## src/rtl/osc_guard_pkg.sv

```systemverilog
// Package: shared bit positions and defaults of the oscillation guard register.
// Assumes an 8-bit register. Positions are fixed because software decodes them.
package osc_guard_pkg;
    localparam int REG_W   = 8;
    localparam int B_EN    = 0;
    localparam int B_SEL   = 1;
    localparam int B_FLAG  = 2;
    localparam int B_MON   = 3;
    localparam int B_ACT   = 7;

    typedef struct packed {
        logic act;
        logic flag;
        logic sel;
        logic en;
    } ctrl_t;

    localparam ctrl_t CTRL_DEFAULT = '{act: 1'b0, flag: 1'b0, sel: 1'b1, en: 1'b0};
endpackage

```

## src/rtl/osc_guard_sync.sv

```systemverilog
// Module: brings the sampled main clock into the reference domain and marks rising edges.
// Assumes the main clock toggles no faster than half the reference rate.
// SYNC_N flops form the synchronizer. One more flop gives the edge.
module osc_guard_sync #(
    parameter int SYNC_N = 2
) (
    input  logic clk,
    input  logic rst_n,
    input  logic main_clk_i,
    output logic rise_o
);
    logic [SYNC_N-1:0] chain_q;
    logic              last_q;

    // Shift the raw sample through the synchronizer chain and keep the previous output.
    always_ff @(posedge clk) begin
        if (!rst_n) begin
            chain_q <= '0;
            last_q  <= 1'b0;
        end else begin
            chain_q <= {chain_q[SYNC_N-2:0], main_clk_i};
            last_q  <= chain_q[SYNC_N-1];
        end
    end

    assign rise_o = chain_q[SYNC_N-1] & ~last_q;
endmodule

```

## src/rtl/osc_guard_detect.sv

```systemverilog
// Module: window-based stop and restart detector.
// Assumes the main clock is running at reset.
// Each window of WIN_CYC cycles records whether any edge was seen.
// An empty window stops a running clock. RESTART_N full windows in a row restart a stopped one.
module osc_guard_detect #(
    parameter int WIN_CYC   = 16,
    parameter int RESTART_N = 4
) (
    input  logic clk,
    input  logic rst_n,
    input  logic rise_i,
    output logic stop_ev_o,
    output logic restart_ev_o,
    output logic mon_o
);
    localparam int CW = (WIN_CYC > 1) ? $clog2(WIN_CYC) : 1;
    localparam int GW = $clog2(RESTART_N + 1);
    localparam logic [CW-1:0] WIN_LAST  = CW'(WIN_CYC - 1);
    localparam logic [GW-1:0] GOOD_LAST = GW'(RESTART_N - 1);

    logic [CW-1:0] cnt_q;
    logic [GW-1:0] good_q;
    logic          seen_q;
    logic          run_q;
    logic          win_has_edge;

    assign win_has_edge = seen_q | rise_i;

    // Advance the window, judge it at its last cycle and emit event pulses.
    always_ff @(posedge clk) begin
        if (!rst_n) begin
            cnt_q        <= '0;
            good_q       <= '0;
            seen_q       <= 1'b0;
            run_q        <= 1'b1;
            stop_ev_o    <= 1'b0;
            restart_ev_o <= 1'b0;
        end else begin
            stop_ev_o    <= 1'b0;
            restart_ev_o <= 1'b0;
            if (cnt_q == WIN_LAST) begin
                cnt_q  <= '0;
                seen_q <= 1'b0;
                if (win_has_edge) begin
                    if (!run_q) begin
                        if (good_q == GOOD_LAST) begin
                            run_q        <= 1'b1;
                            restart_ev_o <= 1'b1;
                            good_q       <= '0;
                        end else begin
                            good_q <= good_q + 1'b1;
                        end
                    end
                end else begin
                    good_q <= '0;
                    if (run_q) begin
                        run_q     <= 1'b0;
                        stop_ev_o <= 1'b1;
                    end
                end
            end else begin
                cnt_q  <= cnt_q + 1'b1;
                seen_q <= win_has_edge;
            end
        end
    end

    assign mon_o = ~run_q;

    assert_stop_sets_mon_R5: assert property (@(posedge clk) disable iff (!rst_n)
        stop_ev_o |-> mon_o && !restart_ev_o);
    assert_restart_clears_mon_R6: assert property (@(posedge clk) disable iff (!rst_n)
        restart_ev_o |-> !mon_o);
    assert_events_single_cycle_R5: assert property (@(posedge clk) disable iff (!rst_n)
        (stop_ev_o || restart_ev_o) |=> !(stop_ev_o || restart_ev_o));
endmodule

```

## src/rtl/osc_guard_regs.sv

```systemverilog
// Module: control/status register with event flag, clock-source override and request pulses.
// Assumes the write strobe is already qualified by address and protect-enable.
// A reset marked as oscillation-caused keeps enable, source and action.
module osc_guard_regs
    import osc_guard_pkg::*;
(
    input  logic             clk,
    input  logic             rst_n,
    input  logic             osc_rst_i,
    input  logic             wr_i,
    input  logic [REG_W-1:0] wdata_i,
    input  logic             clk_lock_i,
    input  logic             pll_sel_i,
    input  logic             stop_ev_i,
    input  logic             restart_ev_i,
    input  logic             mon_i,
    output ctrl_t            ctrl_o,
    output logic             irq_o,
    output logic             rst_req_o
);
    ctrl_t ctrl_q;
    logic  ev_hit;
    logic  auto_sw;
    logic  sel_wr_ok;

    assign ev_hit    = ctrl_q.en & (stop_ev_i | restart_ev_i);
    assign auto_sw   = ctrl_q.en & ctrl_q.act & ~pll_sel_i & stop_ev_i;
    assign sel_wr_ok = wdata_i[B_SEL] | ~(ctrl_q.en & mon_i);

    // Update register fields from writes and detector events. Events take priority.
    always_ff @(posedge clk) begin
        if (!rst_n) begin
            ctrl_q.flag <= 1'b0;
            if (!osc_rst_i) begin
                ctrl_q.en  <= CTRL_DEFAULT.en;
                ctrl_q.sel <= CTRL_DEFAULT.sel;
                ctrl_q.act <= CTRL_DEFAULT.act;
            end
        end else begin
            if (wr_i && !clk_lock_i) ctrl_q.en <= wdata_i[B_EN];
            if (wr_i) ctrl_q.act <= wdata_i[B_ACT];
            if (auto_sw) ctrl_q.sel <= 1'b1;
            else if (wr_i && sel_wr_ok) ctrl_q.sel <= wdata_i[B_SEL];
            if (ev_hit) ctrl_q.flag <= 1'b1;
            else if (wr_i && !wdata_i[B_FLAG]) ctrl_q.flag <= 1'b0;
        end
    end

    // Issue one-cycle request pulses on qualifying events.
    always_ff @(posedge clk) begin
        if (!rst_n) begin
            irq_o     <= 1'b0;
            rst_req_o <= 1'b0;
        end else begin
            irq_o     <= ev_hit & ctrl_q.act & ~ctrl_q.flag;
            rst_req_o <= ctrl_q.en & ~ctrl_q.act & stop_ev_i;
        end
    end

    assign ctrl_o = ctrl_q;

    assert_irq_on_flag_rise_R7: assert property (@(posedge clk) disable iff (!rst_n)
        irq_o |-> ctrl_q.flag && !$past(ctrl_q.flag));
    assert_irq_single_R7: assert property (@(posedge clk) disable iff (!rst_n)
        irq_o |=> !irq_o);
    assert_rstreq_single_R12: assert property (@(posedge clk) disable iff (!rst_n)
        rst_req_o |=> !rst_req_o);
    assert_lock_holds_en_R4: assert property (@(posedge clk) disable iff (!rst_n)
        clk_lock_i |=> $stable(ctrl_q.en));
    assert_flag_write1_R9: assert property (@(posedge clk) disable iff (!rst_n)
        (wr_i && wdata_i[B_FLAG] && !ctrl_q.flag && !stop_ev_i && !restart_ev_i) |=> !ctrl_q.flag);
    assert_pll_keeps_sel_R10: assert property (@(posedge clk) disable iff (!rst_n)
        (stop_ev_i && pll_sel_i && !wr_i) |=> $stable(ctrl_q.sel));
    assert_idle_no_write_R3: assert property (@(posedge clk) disable iff (!rst_n)
        (!wr_i && !stop_ev_i) |=> $stable({ctrl_q.en, ctrl_q.act, ctrl_q.sel}));
endmodule

```

## src/rtl/osc_guard.sv

```systemverilog
// Module: top of the oscillation stop detection controller.
// Assumes a single register at REG_ADDR and combinational read data.
// Composes the synchronizer, the window detector and the register.
module osc_guard
    import osc_guard_pkg::*;
#(
    parameter int              ADDR_W    = 4,
    parameter logic [ADDR_W-1:0] REG_ADDR = 4'hC,
    parameter int              SYNC_N    = 2,
    parameter int              WIN_CYC   = 16,
    parameter int              RESTART_N = 4
) (
    input  logic              clk,
    input  logic              rst_n,
    input  logic              osc_rst_i,
    input  logic [ADDR_W-1:0] bus_addr,
    input  logic              bus_we,
    input  logic [REG_W-1:0]  bus_wdata,
    output logic [REG_W-1:0]  bus_rdata,
    input  logic              prot_en_i,
    input  logic              clk_lock_i,
    input  logic              pll_sel_i,
    input  logic              main_clk_i,
    output logic              irq_o,
    output logic              rst_req_o,
    output logic              osc_sel_o
);
    logic  rise;
    logic  stop_ev;
    logic  restart_ev;
    logic  mon;
    logic  addr_hit;
    logic  wr;
    ctrl_t ctrl;

    assign addr_hit = (bus_addr == REG_ADDR);
    assign wr       = bus_we & addr_hit & prot_en_i;

    osc_guard_sync #(.SYNC_N(SYNC_N)) u_sync (
        .clk(clk), .rst_n(rst_n), .main_clk_i(main_clk_i), .rise_o(rise)
    );

    osc_guard_detect #(.WIN_CYC(WIN_CYC), .RESTART_N(RESTART_N)) u_det (
        .clk(clk), .rst_n(rst_n), .rise_i(rise),
        .stop_ev_o(stop_ev), .restart_ev_o(restart_ev), .mon_o(mon)
    );

    osc_guard_regs u_regs (
        .clk(clk), .rst_n(rst_n), .osc_rst_i(osc_rst_i),
        .wr_i(wr), .wdata_i(bus_wdata), .clk_lock_i(clk_lock_i),
        .pll_sel_i(pll_sel_i), .stop_ev_i(stop_ev), .restart_ev_i(restart_ev),
        .mon_i(mon), .ctrl_o(ctrl), .irq_o(irq_o), .rst_req_o(rst_req_o)
    );

    // Assemble read data. Unassigned and reserved bits read 0.
    always_comb begin
        bus_rdata = '0;
        if (addr_hit) begin
            bus_rdata[B_EN]   = ctrl.en;
            bus_rdata[B_SEL]  = ctrl.sel;
            bus_rdata[B_FLAG] = ctrl.flag;
            bus_rdata[B_MON]  = mon;
            bus_rdata[B_ACT]  = ctrl.act;
        end
    end

    assign osc_sel_o = ctrl.sel;

    assert_sel_pin_matches_R2: assert property (@(posedge clk) disable iff (!rst_n)
        addr_hit |-> (osc_sel_o == bus_rdata[B_SEL]) && (bus_rdata[6:4] == 3'b000));
    assert_prot_blocks_R3: assert property (@(posedge clk) disable iff (!rst_n)
        (!prot_en_i && !stop_ev) |=> $stable({ctrl.en, ctrl.act, ctrl.sel}));
endmodule

```

## config.mk

```make
export PLATFORM = sky130hd
export DESIGN_NAME = osc_guard
export DESIGN_NICKNAME = d
export VERILOG_FILES = /design/src/rtl/osc_guard_pkg.sv /design/src/rtl/osc_guard_sync.sv /design/src/rtl/osc_guard_detect.sv /design/src/rtl/osc_guard_regs.sv /design/src/rtl/osc_guard.sv
export SDC_FILE = /design/constraint.sdc
export NUM_CORES = 1
export LEC_CHECK = 0
export ABC_AREA = 0
export BUFFER_PORTS_ARGS = -buffer_cell sky130_fd_sc_hd__buf_2
export CAP_MARGIN = 20
export CORE_MARGIN = 8
export CORE_UTILIZATION = 45
export DETAILED_ROUTE_END_ITERATION = 10
export PLACE_DENSITY = 0.73
export SLEW_MARGIN = 20
export SYNTH_ARGS = -nofsm -noshare
export SYNTH_HDL_FRONTEND = slang
export SYNTH_SLANG_ARGS = --single-unit
```

## constraint.sdc

```tcl
create_clock -name clk -period 1.9 [get_ports clk]
set_clock_uncertainty 0.2 [all_clocks]
set_input_delay 0.38 -clock clk [delete_from_list [all_inputs] [get_ports clk]]
set_output_delay 0.38 -clock clk [all_outputs]
set_load 0.01 [all_outputs]
```

## After elaboration in Yosys (flattened, before gate mapping)

Cells that the tools add are included.

| word-level totals | value |
|---|---|
| logic and storage cells | 79 |
| memories kept | 0 |
| latch bits | 0 |
| bits in read-only memories | 0 |
| output and inout bits | 11 |
| memory bits (writable) | 0 |
| register bits after elaboration | 20 |

| operators by class | value |
|---|---|
| bitwise operators | 24 |
| eq/ne operators | 8 |
| multiplexer cells | 18 |
| reductions and logical operators | 13 |
| order comparisons | 0 |
| add/sub/neg operators | 2 |
| multiply operators | 0 |
| div/mod/pow operators | 0 |
| shifts and indexed selects | 0 |

Operators by type and width:

| kind | count |
|---|---|
| $and A1 B1 Y1 | 12 |
| $mux W1 | 12 |
| $mux W3 | 3 |
| $not A1 Y1 | 9 |
| $eq A4 B4 Y1 const B | 2 |
| $mux W4 | 2 |
| $reduce_and A2 Y1 | 4 |
| $add A4 B1 Y4 const B | 1 |
| $ne A2 B1 Y1 const B | 2 |
| $ne A2 B2 Y1 const B | 2 |
| $reduce_or A4 Y1 | 1 |
| $add A3 B1 Y3 const B | 1 |
| $eq A3 B2 Y1 const B | 1 |
| $logic_and A1 B1 Y1 | 3 |
| $ne A3 B1 Y1 const B | 1 |
| $or A1 B1 Y1 | 3 |
| $reduce_or A3 Y1 | 1 |
| $logic_not A1 Y1 | 2 |
| $mux W2 | 1 |
| $reduce_bool A2 Y1 | 1 |
| $reduce_or A2 Y1 | 1 |

## Logic depth before layout (Yosys ltp)

Gate-level depths: netlist of run 1.

| logic depth | value |
|---|---|
| depth after elaboration | 8 |
| mapped depth | 5 |
| gate-level depth less buffers | 5 |

## By module

From an unflattened synthesis of run 1, not the netlist that was laid out.

| second synthesis, totals | value |
|---|---|
| cells, all modules | 91 |
| area, all modules | 900.9 um^2 |

Modules (own cells, without submodules):

| module | cells each | area an instance (um^2) | times used | seq. area each (um^2) |
|---|---|---|---|---|
| osc_guard_detect | 47 | 445.4 | 1 | 220.2 |
| osc_guard_regs | 26 | 280.3 | 1 | 150.1 |
| osc_guard_sync | 7 | 92.6 | 1 | 60.1 |
| osc_guard | 11 | 82.6 | 1 | 0.0 |

## Worst setup path before layout of run 1

OpenSTA, ideal clock, no wires.

| path | value |
|---|---|
| path type | input port to flip-flop |
| from | input port bus_addr[0] |
| to | register u_regs.ctrl_q (netlist bit u_regs.ctrl_o[1]), enable pin |
| setup time | 0.314 ns |
| data required time | 1.386 ns |
| stages | 3 |
| data arrival time | 1.016 ns |
| path slack | 0.370 ns |
| path through | and4bb_2 -> nand4_1 -> o221ai_1 |

| on the way | value |
|---|---|
| cells in the longest elaborated chain, start to end | 6 |

RTL lines:

| item | RTL line | RTL |
|---|---|---|
| start, declared | osc_guard.sv:16 | `input logic [ADDR_W-1:0] bus_addr,` |
| $eq A4 B4 Y1 | osc_guard.sv:36 | `assign addr_hit = (bus_addr == REG_ADDR);` |
| $and A1 B1 Y1 (2 in a row) | osc_guard.sv:37 | `assign wr = bus_we & addr_hit & prot_en_i;` |
| $logic_and A1 B1 Y1 | osc_guard_regs.sv:43 | `else if (wr_i && sel_wr_ok) ctrl_q.sel <= wdata_i[B_SEL];` |
| $ne A3 B1 Y1 (no line) | n/a |  |
| $reduce_and A2 Y1 (no line) | n/a |  |
| end, declared | osc_guard_regs.sv:21 | `ctrl_t ctrl_q;` |

Every way passes these cells.
A chain may end at the register's enable or synchronous reset.

## Worst setup path in the final report of run 1

| path | value |
|---|---|
| from | input port bus_addr[0] |
| to | output port bus_rdata[3] |

| on the way | value |
|---|---|
| cells in the longest elaborated chain, start to end | 2 |

RTL lines:

| item | RTL line | RTL |
|---|---|---|
| $eq A4 B4 Y1 | osc_guard.sv:36 |  |
| $mux W4 | osc_guard.sv:58 | `if (addr_hit) begin` |
| end, declared | osc_guard.sv:19 | `output logic [REG_W-1:0] bus_rdata,` |

Every way passes these cells.

==> results of run 1 <==
==> path summary, 6_finish.rpt <==
check	endpoint	cells after the start	start
setup / recovery	bus_rdata[3]	4	bus_addr[0]
hold / removal	u_sync.chain_q[0]	2	main_clk_i
setup reg to reg	u_det.good_q[1]	4	u_det.cnt_q[0]
hold reg to reg	u_regs.irq_o	1	u_regs.ctrl_o[2]
==> kinds of logic after synthesis <==
family                     synth area share [%]
and+or+nand+nor                           29.50
DFF                                       48.32
adders and majority gates                 2.809
xor gates and xnor gates                 0.9833
other                                    0.4209
AOI/OAI and AO/OA                         11.10
buffers and inverters                     6.881
==> layout by cell type, fill, tap and decap left out <==
master / instances
nor3_1: 1
nand4b_1: 1
nand3_2: 1
nand2_1: 5
and3_2: 2
nor2b_1: 3
a21o_1: 1
o21ai_0: 6
and3_1: 1
nor3b_1: 2
nor4_1: 1
ha_1: 2
inv_1: 4
clkbuf_1: 1
conb_1: 3
a31oi_1: 1
and4bb_2: 1
o22ai_1: 1
or4_1: 1
xnor2_1: 1
nand4_1: 3
a311o_1: 1
buf_2: 23
and2_1: 9
a21oi_1: 6
nor2_1: 5
dfxtp_1: 17
clkbuf_4: 3
nor4b_1: 1
nand2b_1: 1
edfxtp_1: 3
nand3_1: 6
o221ai_1: 1
==> report_power, final <==
group | switching, µW | internal, µW | total (µW)
clock network | 123 | 81.8 | 205
registers | 10.8 | 443 | 454
logic | 31.2 | 29.1 | 60.3
==> cells in the mapped netlist (2+ instances only) <==
master	count
a21oi_1	6
ha_1	2
nand2_1	5
nor3b_1	2
and3_2	2
o21ai_0	6
dfxtp_1	17
and2_1	9
nand3_1	6
nor2b_1	3
buf_4	4
edfxtp_1	3
nand4_1	3
nor2_1	5
inv_1	4
==> cell type report <==
cell class	count	area (µm²)	area share (%)
clock buffers	4	26.28	2.558
inverters	4	15.01	1.462
multi-input cells	67	406.6	39.59
flip-flops and latches	20	430.4	41.90
well taps	27	33.78	3.289
repair buffers	23	115.1	11.21
==> per-layer routing <==
layer  vias to the layer above  wire length, µm  track usage [%]
met3                         2              207            4.237
met5                         -                0                0
met2                        26              859            18.75
li1                        378                -                -
met1                       358              762            11.95
met4                         0               13            5.316
==> flip-flops by register name, indices dropped and copies added, names as in the netlist <==
name and flops:
u_regs.irq_o 1, u_det.stop_ev_o 1, u_det.seen_q 1, u_det.good_q 3
u_sync.chain_q 2, u_det.restart_ev_o 1, u_regs.ctrl_o 4, u_det.run_q 1
u_regs.rst_req_o 1, u_sync.last_q 1, u_det.cnt_q 4
==> metrics by stage <==
stage / instance area (µm²) / setup WS, ns / total power (µW) / utilization, %
final: 1027 / 0.2240 / 719.6 / 53.45
after global routing: 1027 / 0.1392 / 768.1 / 53.45
after CTS: 1027 / 0.2176 / 729.7 / 53.45
after detailed placement: 1001 / 0.1520 / 524.5 / 52.08
after global placement: 1001 / 0.1825 / 521.7 / 52.08
after floorplan: 898.4 / 0.3701 / 505.0 / -
==> critical path: stages <==
cell	delay, ns
buf_2	0.10
and4bb_2	0.34
nor2b_1	0.14
buf_2	0.14
==> impl_metrics.ini, run 1 <==
[status]
status = finished, final reports clean

[sta]
slew_violations = 0
clock.fmax_mhz = 596.7
whs_ns = 0.08578
final.min_clock_period_ns = 1.676
hold_viol_final = 0
layout_worst_path_cycle_share_pct = 88.21
fin_tns_setup_ns = 0
setup_violations = 0
rsz0062_at_grt = false

[placed_design]
dp_cells = 141
hpwlAfterDp_um = 1409
gp_congestion = 0.7526
numPortBuffers = 23

[finish]
fillCellCount = 198
nets = 141
synthToLayoutAreaGrowth_pct = 15.31
final_cells = 145
final_layout_size_suffix_gt1_share_pct = 25.42
antenna_cells = 0

[worst_setup_path]
r2r_slack_ns = 0.23
cp_data_arrival_time_ns = 1.10
worstPathRequired_ns = 1.32
cp-start-kind = input pin
path_max_fanout = 7
endpoint_kind = primary output
timing_worst_setup_path_type = in2out

[route]
postRouteAntennaNets = 0
wl_um = 1842
wl_per_cell_um = 12.70
firstDrtPassIters = 4
drc_errors = 0
drt-initial-drc-count = 17
via_count = 764
routed_via_density = 5.269

[clock_tree]
clock-sinks = 20
cts_resized = 0
cts_buffers = 3
post_cts_buffers = 0
cts_htree_levels = 1
cts_tree = built
clock_path_buffers = 2
postCtsHoldBufs = 0
insertion_delay_ns = 0.30
clkTransAtPathRegs_ns = 0.10
root_buffer = clkbuf_4

[worst_hold_path]
min_path_type = in2reg

[floorplan]
io_pins = 31
die-height_um = 60.50
die_w_um = 60.50
row_count = 16
initial_core_util_pct = 46.35
core-area_um2 = 1922
die_area_um2 = 3660

[synthesis]
ys_ff_latch = 20
synthDistinctLibCells = 33
synth_top_area_cell = dfxtp_1
synth_ff_type = dfxtp_1
synth_warnings = 0
synth.avg_cell_area_um2 = 9.377
yosys-top-cells-area = dfxtp_1 38%, edfxtp_1 10%, and2_1 6.3%
synth_edf_count = 3
synth_sequential_area_ratio_pct = 48.31
postSynthCellCount = 95
async_reset_ff_share_pct = 0
synth_top_area_share_pct = 38.20
syn_area_um2 = 890.9

[global_routing]
antenna_found_initial = 0
grt_pass1_wl_um = 3111
overflow = 0
grt_usage_pct = 11.11
grt_pass1_vias = 712
grt_max_degree = 21

[power]
leakage_uw = 0.0004356
p_per_area_nw_per_um2 = 700.5
max-vdd-ir-drop_mv = 0.4662

[flow_run]
maxCapViolations = 0
Note: power is estimated with default switching activity, not from simulation.
==> inputs of run 2 (changes only) <==
--- a/config.mk
+++ b/config.mk
@@ -10,6 +10,8 @@
 export CAP_MARGIN = 20
 export CORE_MARGIN = 8
 export CORE_UTILIZATION = 45
+export CTS_BUF_LIST = sky130_fd_sc_hd__clkbuf_16
+export CTS_CLUSTER_SIZE = 12
 export DETAILED_ROUTE_END_ITERATION = 10
 export PLACE_DENSITY = 0.73
 export SLEW_MARGIN = 20
==> run 2 against run 1 <==
- sequential cell count is the same
- first-iteration DRC count shrank 5.9%
- sequential share of layout area shrank 2.0 points
- worst setup slack lost 0.0010 ns
- global-route usage grew 0.52 points
==> impl_metrics.ini, run 2 (synthesis results as in run 1) <==
[sta]
setup_violations = 0
fin_tns_setup_ns = 0
final.min_clock_period_ns = 1.677
whs_ns = 0.1380
rsz0062_at_grt = false
clock.fmax_mhz = 596.3
slew_violations = 0
hold_viol_final = 0
layout_worst_path_cycle_share_pct = 88.26

[clock_tree]
root_buffer = clkbuf_16
cts_tree = built
clock-sinks = 20
cts_htree_levels = 1
postCtsHoldBufs = 0
cts_buffers = 3
clkTransAtPathRegs_ns = 0.05
post_cts_buffers = 0
cts_resized = 0
insertion_delay_ns = 0.25
clock_path_buffers = 2

[placed_design]
hpwlAfterDp_um = 1409
numPortBuffers = 23
dp_cells = 141
gp_congestion = 0.7526

[route]
drc_errors = 0
wl_um = 1898
drt-initial-drc-count = 16
highest_layer = met4
wl_met1_um = 752
postRouteAntennaNets = 0
via_count = 760
wl_per_cell_um = 13.09
wl_met3_um = 202
firstDrtPassIters = 4
routed_via_density = 5.241
wl_met2_um = 888

[worst_setup_path]
slowest_stage = and4bb_2
path_max_fanout = 7
r2r_end = u_det.good_q[1]
cp.depth = 4
timing.critical_path.from = bus_addr[0]
critPathTopFamily = simple AND/OR/NAND/NOR gates
cp_data_arrival_time_ns = 1.10
critPathMostFrequentCell = buf_2
timing_worst_setup_path_type = in2out
r2r_slack_ns = 0.24
cp-start-kind = input pin
cp-endpoint = bus_rdata[3]
critPathMaxStageDelay_ns = 0.34
worst-r2r-cell-count = 4
crit_chain = buf_2 > and4bb_2 > nor2b_1 > buf_2
timing.rr.start = u_det.cnt_q[0]
endpoint_kind = primary output
critPathBufInv = 2
worstPathRequired_ns = 1.32

[finish]
synthToLayoutAreaGrowth_pct = 21.21
final_layout_size_suffix_gt1_share_pct = 25.42
final_cells = 145
layout_common_cells = 23 x buf_2, 17 x dfxtp_1, 9 x and2_1
antenna_cells = 0
nets = 141
final_common_cell = buf_2

[power]
leakage_uw = 0.0004630
max-vdd-ir-drop_mv = 0.8427
p_per_area_nw_per_um2 = 868.4
p_total_uw = 937.7

[floorplan]
die-height_um = 60.50
initial_core_util_pct = 46.35
row_count = 16
io_pins = 31
die_w_um = 60.50
die_area_um2 = 3660
core-area_um2 = 1922

[status]
status = finished, final reports clean

[global_routing]
grt_pass1_vias = 726
antenna_found_initial = 0
grt_usage_pct = 11.63
grt_max_degree = 21
grt_pass1_wl_um = 3187
overflow = 0

[flow_run]
maxCapViolations = 0

[worst_hold_path]
min_path_type = in2reg
==> run 2: worst register-to-register path, stage by stage, from the launching register on <==
cell     delay, ns
dfxtp_1       0.37
ha_1          0.26
nand3_2       0.16
or4_1         0.53
nand3_1       0.08
==> run 2: stage by stage <==
step | utilization [%] | setup WS [ns] | instance area (µm²)
CTS | 56.18 | 0.2248 | 1080
global route | 56.18 | 0.1547 | 1080
global placement | 52.08 | 0.1825 | 1001
finish | 56.18 | 0.2230 | 1080
floorplan | - | 0.3701 | 898.4
detailed placement | 52.08 | 0.1520 | 1001
==> run 2: worst min path at each step <==
stage                                  from  slack [ns]  cells past startpoint           endpoint
after global routing             main_clk_i        0.15                      2  u_sync.chain_q[0]
after global placement    u_sync.chain_q[0]        0.22                      1  u_sync.chain_q[1]
after floorplan            u_regs.ctrl_o[2]        0.21                      1       u_regs.irq_o
after detailed placement   u_regs.ctrl_o[2]        0.23                      1       u_regs.irq_o
final                            main_clk_i        0.14                      2  u_sync.chain_q[0]
after CTS                        main_clk_i        0.13                      2  u_sync.chain_q[0]
==> run 2: area by class of cell <==
class	instances	area, µm²
clock buffers	3	75.07
clock inverters	1	3.754
fillers	194	842.1
inverters	4	15.01
multi-input cells	67	406.6
flip-flops and latches	20	430.4
well taps	27	33.78
repair buffers	23	115.1
==> run 2: where the power goes <==
group	internal (µW)	switching [µW]	total (µW)	leakage, µW
Clock	280	142	422	0.0000423
Combinational	29.1	31.3	60.3	0.000255
Sequential	444	10.9	455	0.000166
==> run 2: layer usage <==
layer	vias up	global-route usage, %
met5	-	0
met4	0	8.970
met3	5	4.237
met2	24	19.21
met1	355	11.71
li1	376	-
==> inputs of run 3 (changes only) <==
--- a/config.mk
+++ b/config.mk
@@ -9,11 +9,10 @@
 export BUFFER_PORTS_ARGS = -buffer_cell sky130_fd_sc_hd__buf_2
 export CAP_MARGIN = 20
 export CORE_MARGIN = 8
-export CORE_UTILIZATION = 45
+export CORE_UTILIZATION = 29
 export CTS_BUF_LIST = sky130_fd_sc_hd__clkbuf_16
 export CTS_CLUSTER_SIZE = 12
 export DETAILED_ROUTE_END_ITERATION = 10
-export PLACE_DENSITY = 0.73
 export SLEW_MARGIN = 20
 export SYNTH_ARGS = -nofsm -noshare
 export SYNTH_HDL_FRONTEND = slang
==> run 3 against run 2 <==
- sequential cell count unchanged
- critical path depth unchanged
- register-to-register slack improved by 0.03 ns
- cell area increased by 1.4%
- largest power group unchanged
- sequential power about the same
- critical endpoint unchanged
==> impl_metrics.ini, run 3 (synthesis results as in run 1) <==
[status]
status = finished, final reports clean

[clock_tree]
clock-sinks = 20
insertion_delay_ns = 0.25
cts_buffers = 3
postCtsHoldBufs = 0
clock_path_buffers = 2
clkTransAtPathRegs_ns = 0.05
post_cts_buffers = 0
cts_tree = built
cts_resized = 0
cts_htree_levels = 1
root_buffer = clkbuf_16

[floorplan]
die-height_um = 71.43
die_area_um2 = 5102
die_w_um = 71.43
row_count = 20
initial_core_util_pct = 29.92
io_pins = 31
core-area_um2 = 2978

[flow_run]
maxCapViolations = 0

[power]
switchingPower_uw = 189.1
swShare_pct = 20.04
max-vdd-ir-drop_mv = 0.3230
leakage_uw = 0.0004640
p_comb_share_pct = 6.6
p_per_area_nw_per_um2 = 862.0
internal-power_uw = 754.6
power_frac_clock_pct = 45.2
seqPwrFrac_pct = 48.2

[global_routing]
grt_max_degree = 21
grt_pass1_vias = 754
grt_usage_pct = 7.984
grt_pass1_wl_um = 3236
overflow = 0
antenna_found_initial = 0

[placed_design]
place_area_um2 = 1016
gp_congestion = 0.7533
numPortBuffers = 23
hpwlAfterDp_um = 1441

[finish]
fillCellCount = 307
antenna_cells = 0
synthToLayoutAreaGrowth_pct = 22.89
nets = 142
final_layout_size_suffix_gt1_share_pct = 26.05
layout_common_cells = 23 x buf_2, 17 x dfxtp_1, 9 x and2_1
final_cell_area_um2 = 1095
final_common_cell = buf_2

[worst_setup_path]
r2r_slack_ns = 0.27
worst-r2r-cell-count = 4
worstPathRequired_ns = 1.32
timing.rr.start = u_det.cnt_q[0]
endpoint_kind = primary output
path_max_fanout = 7
timing_worst_setup_path_type = in2out
r2r_end = u_det.good_q[1]
cp-start-kind = input pin
cp_data_arrival_time_ns = 1.09
timing.critical_path.from = bus_addr[0]
cp-endpoint = bus_rdata[3]

[route]
drc_errors = 0
postRouteAntennaNets = 0
routed_via_density = 4.908
via_count = 746
wl_um = 1888
wl_per_cell_um = 12.42
firstDrtPassIters = 4
drt-initial-drc-count = 11

[sta]
setup_violations = 0
final.min_clock_period_ns = 1.666
slew_violations = 0
clock.fmax_mhz = 600.2
fin_tns_setup_ns = 0
rsz0062_at_grt = false
hold_viol_final = 0
layout_worst_path_cycle_share_pct = 87.69

[worst_hold_path]
min_path_type = in2reg
[run 3: critical path, cell delays in order]
cell and delay (ns):
buf_2 0.09, and4bb_2 0.35, nor2b_1 0.13, buf_2 0.13
[run 3: worst min-delay path by stage]
stage	startpoint	to	slack [ns]	depth (start not counted)
floorplan	u_regs.ctrl_o[2]	u_regs.irq_o	0.21	1
global placement	u_sync.chain_q[0]	u_sync.chain_q[1]	0.22	1
detailed placement	u_sync.chain_q[0]	u_sync.chain_q[1]	0.22	1
CTS	main_clk_i	u_sync.chain_q[0]	0.13	2
finish	main_clk_i	u_sync.chain_q[0]	0.13	2
global route	main_clk_i	u_sync.chain_q[0]	0.15	2
[run 3: power by group through the flow]
| stage | Sequential, µW | Combinational [µW] | Clock, µW |
|---|---|---|---|
| floorplan | 462 | 43.1 | 0 |
| global placement | 463 | 60.8 | 0 |
| detailed placement | 464 | 63.5 | 0 |
| CTS | 455 | 63.7 | 440 |
| global route | 458 | 71.5 | 457 |
| finish | 455 | 62.5 | 426 |
[run 3: layout make-up]
cell class              instances  area (µm²)  area share (%)
clock buffers                   3       75.07           6.857
clock inverters                 1       3.754          0.3429
inverters                       4       15.01           1.371
multi-input cells              67       406.6           37.14
flip-flops and latches         20       430.4           39.31
well taps                      33       41.29           3.771
repair buffers                 24       122.6           11.20
[run 3: per-stage QoR]
stage | std cells | util (%) | setup slack, ns | hold slack, ns | total power (µW)
6_report | 152 | 36.76 | 0.2340 | 0.1316 | 943.7
5_1_grt | 152 | 36.76 | 0.1703 | 0.1458 | 986.1
4_1_cts | 152 | 36.76 | 0.2229 | 0.1272 | 958.9
3_5_place_dp | 148 | 34.12 | 0.1207 | 0.2236 | 527.4
3_3_place_gp | 148 | 34.12 | 0.1847 | 0.2152 | 524.3
2_1_floorplan | 97 | - | 0.3701 | 0.2058 | 505.0
[run 3: metal layers]
layer  vias to the layer above  track usage (%)  share of wire [%]
li1                        380                -                  -
met1                       336            8.252                 43
met2                        26            12.24                 44
met3                         4            3.766                 10
met4                         0            6.236                2.9
met5                         -                0                  0
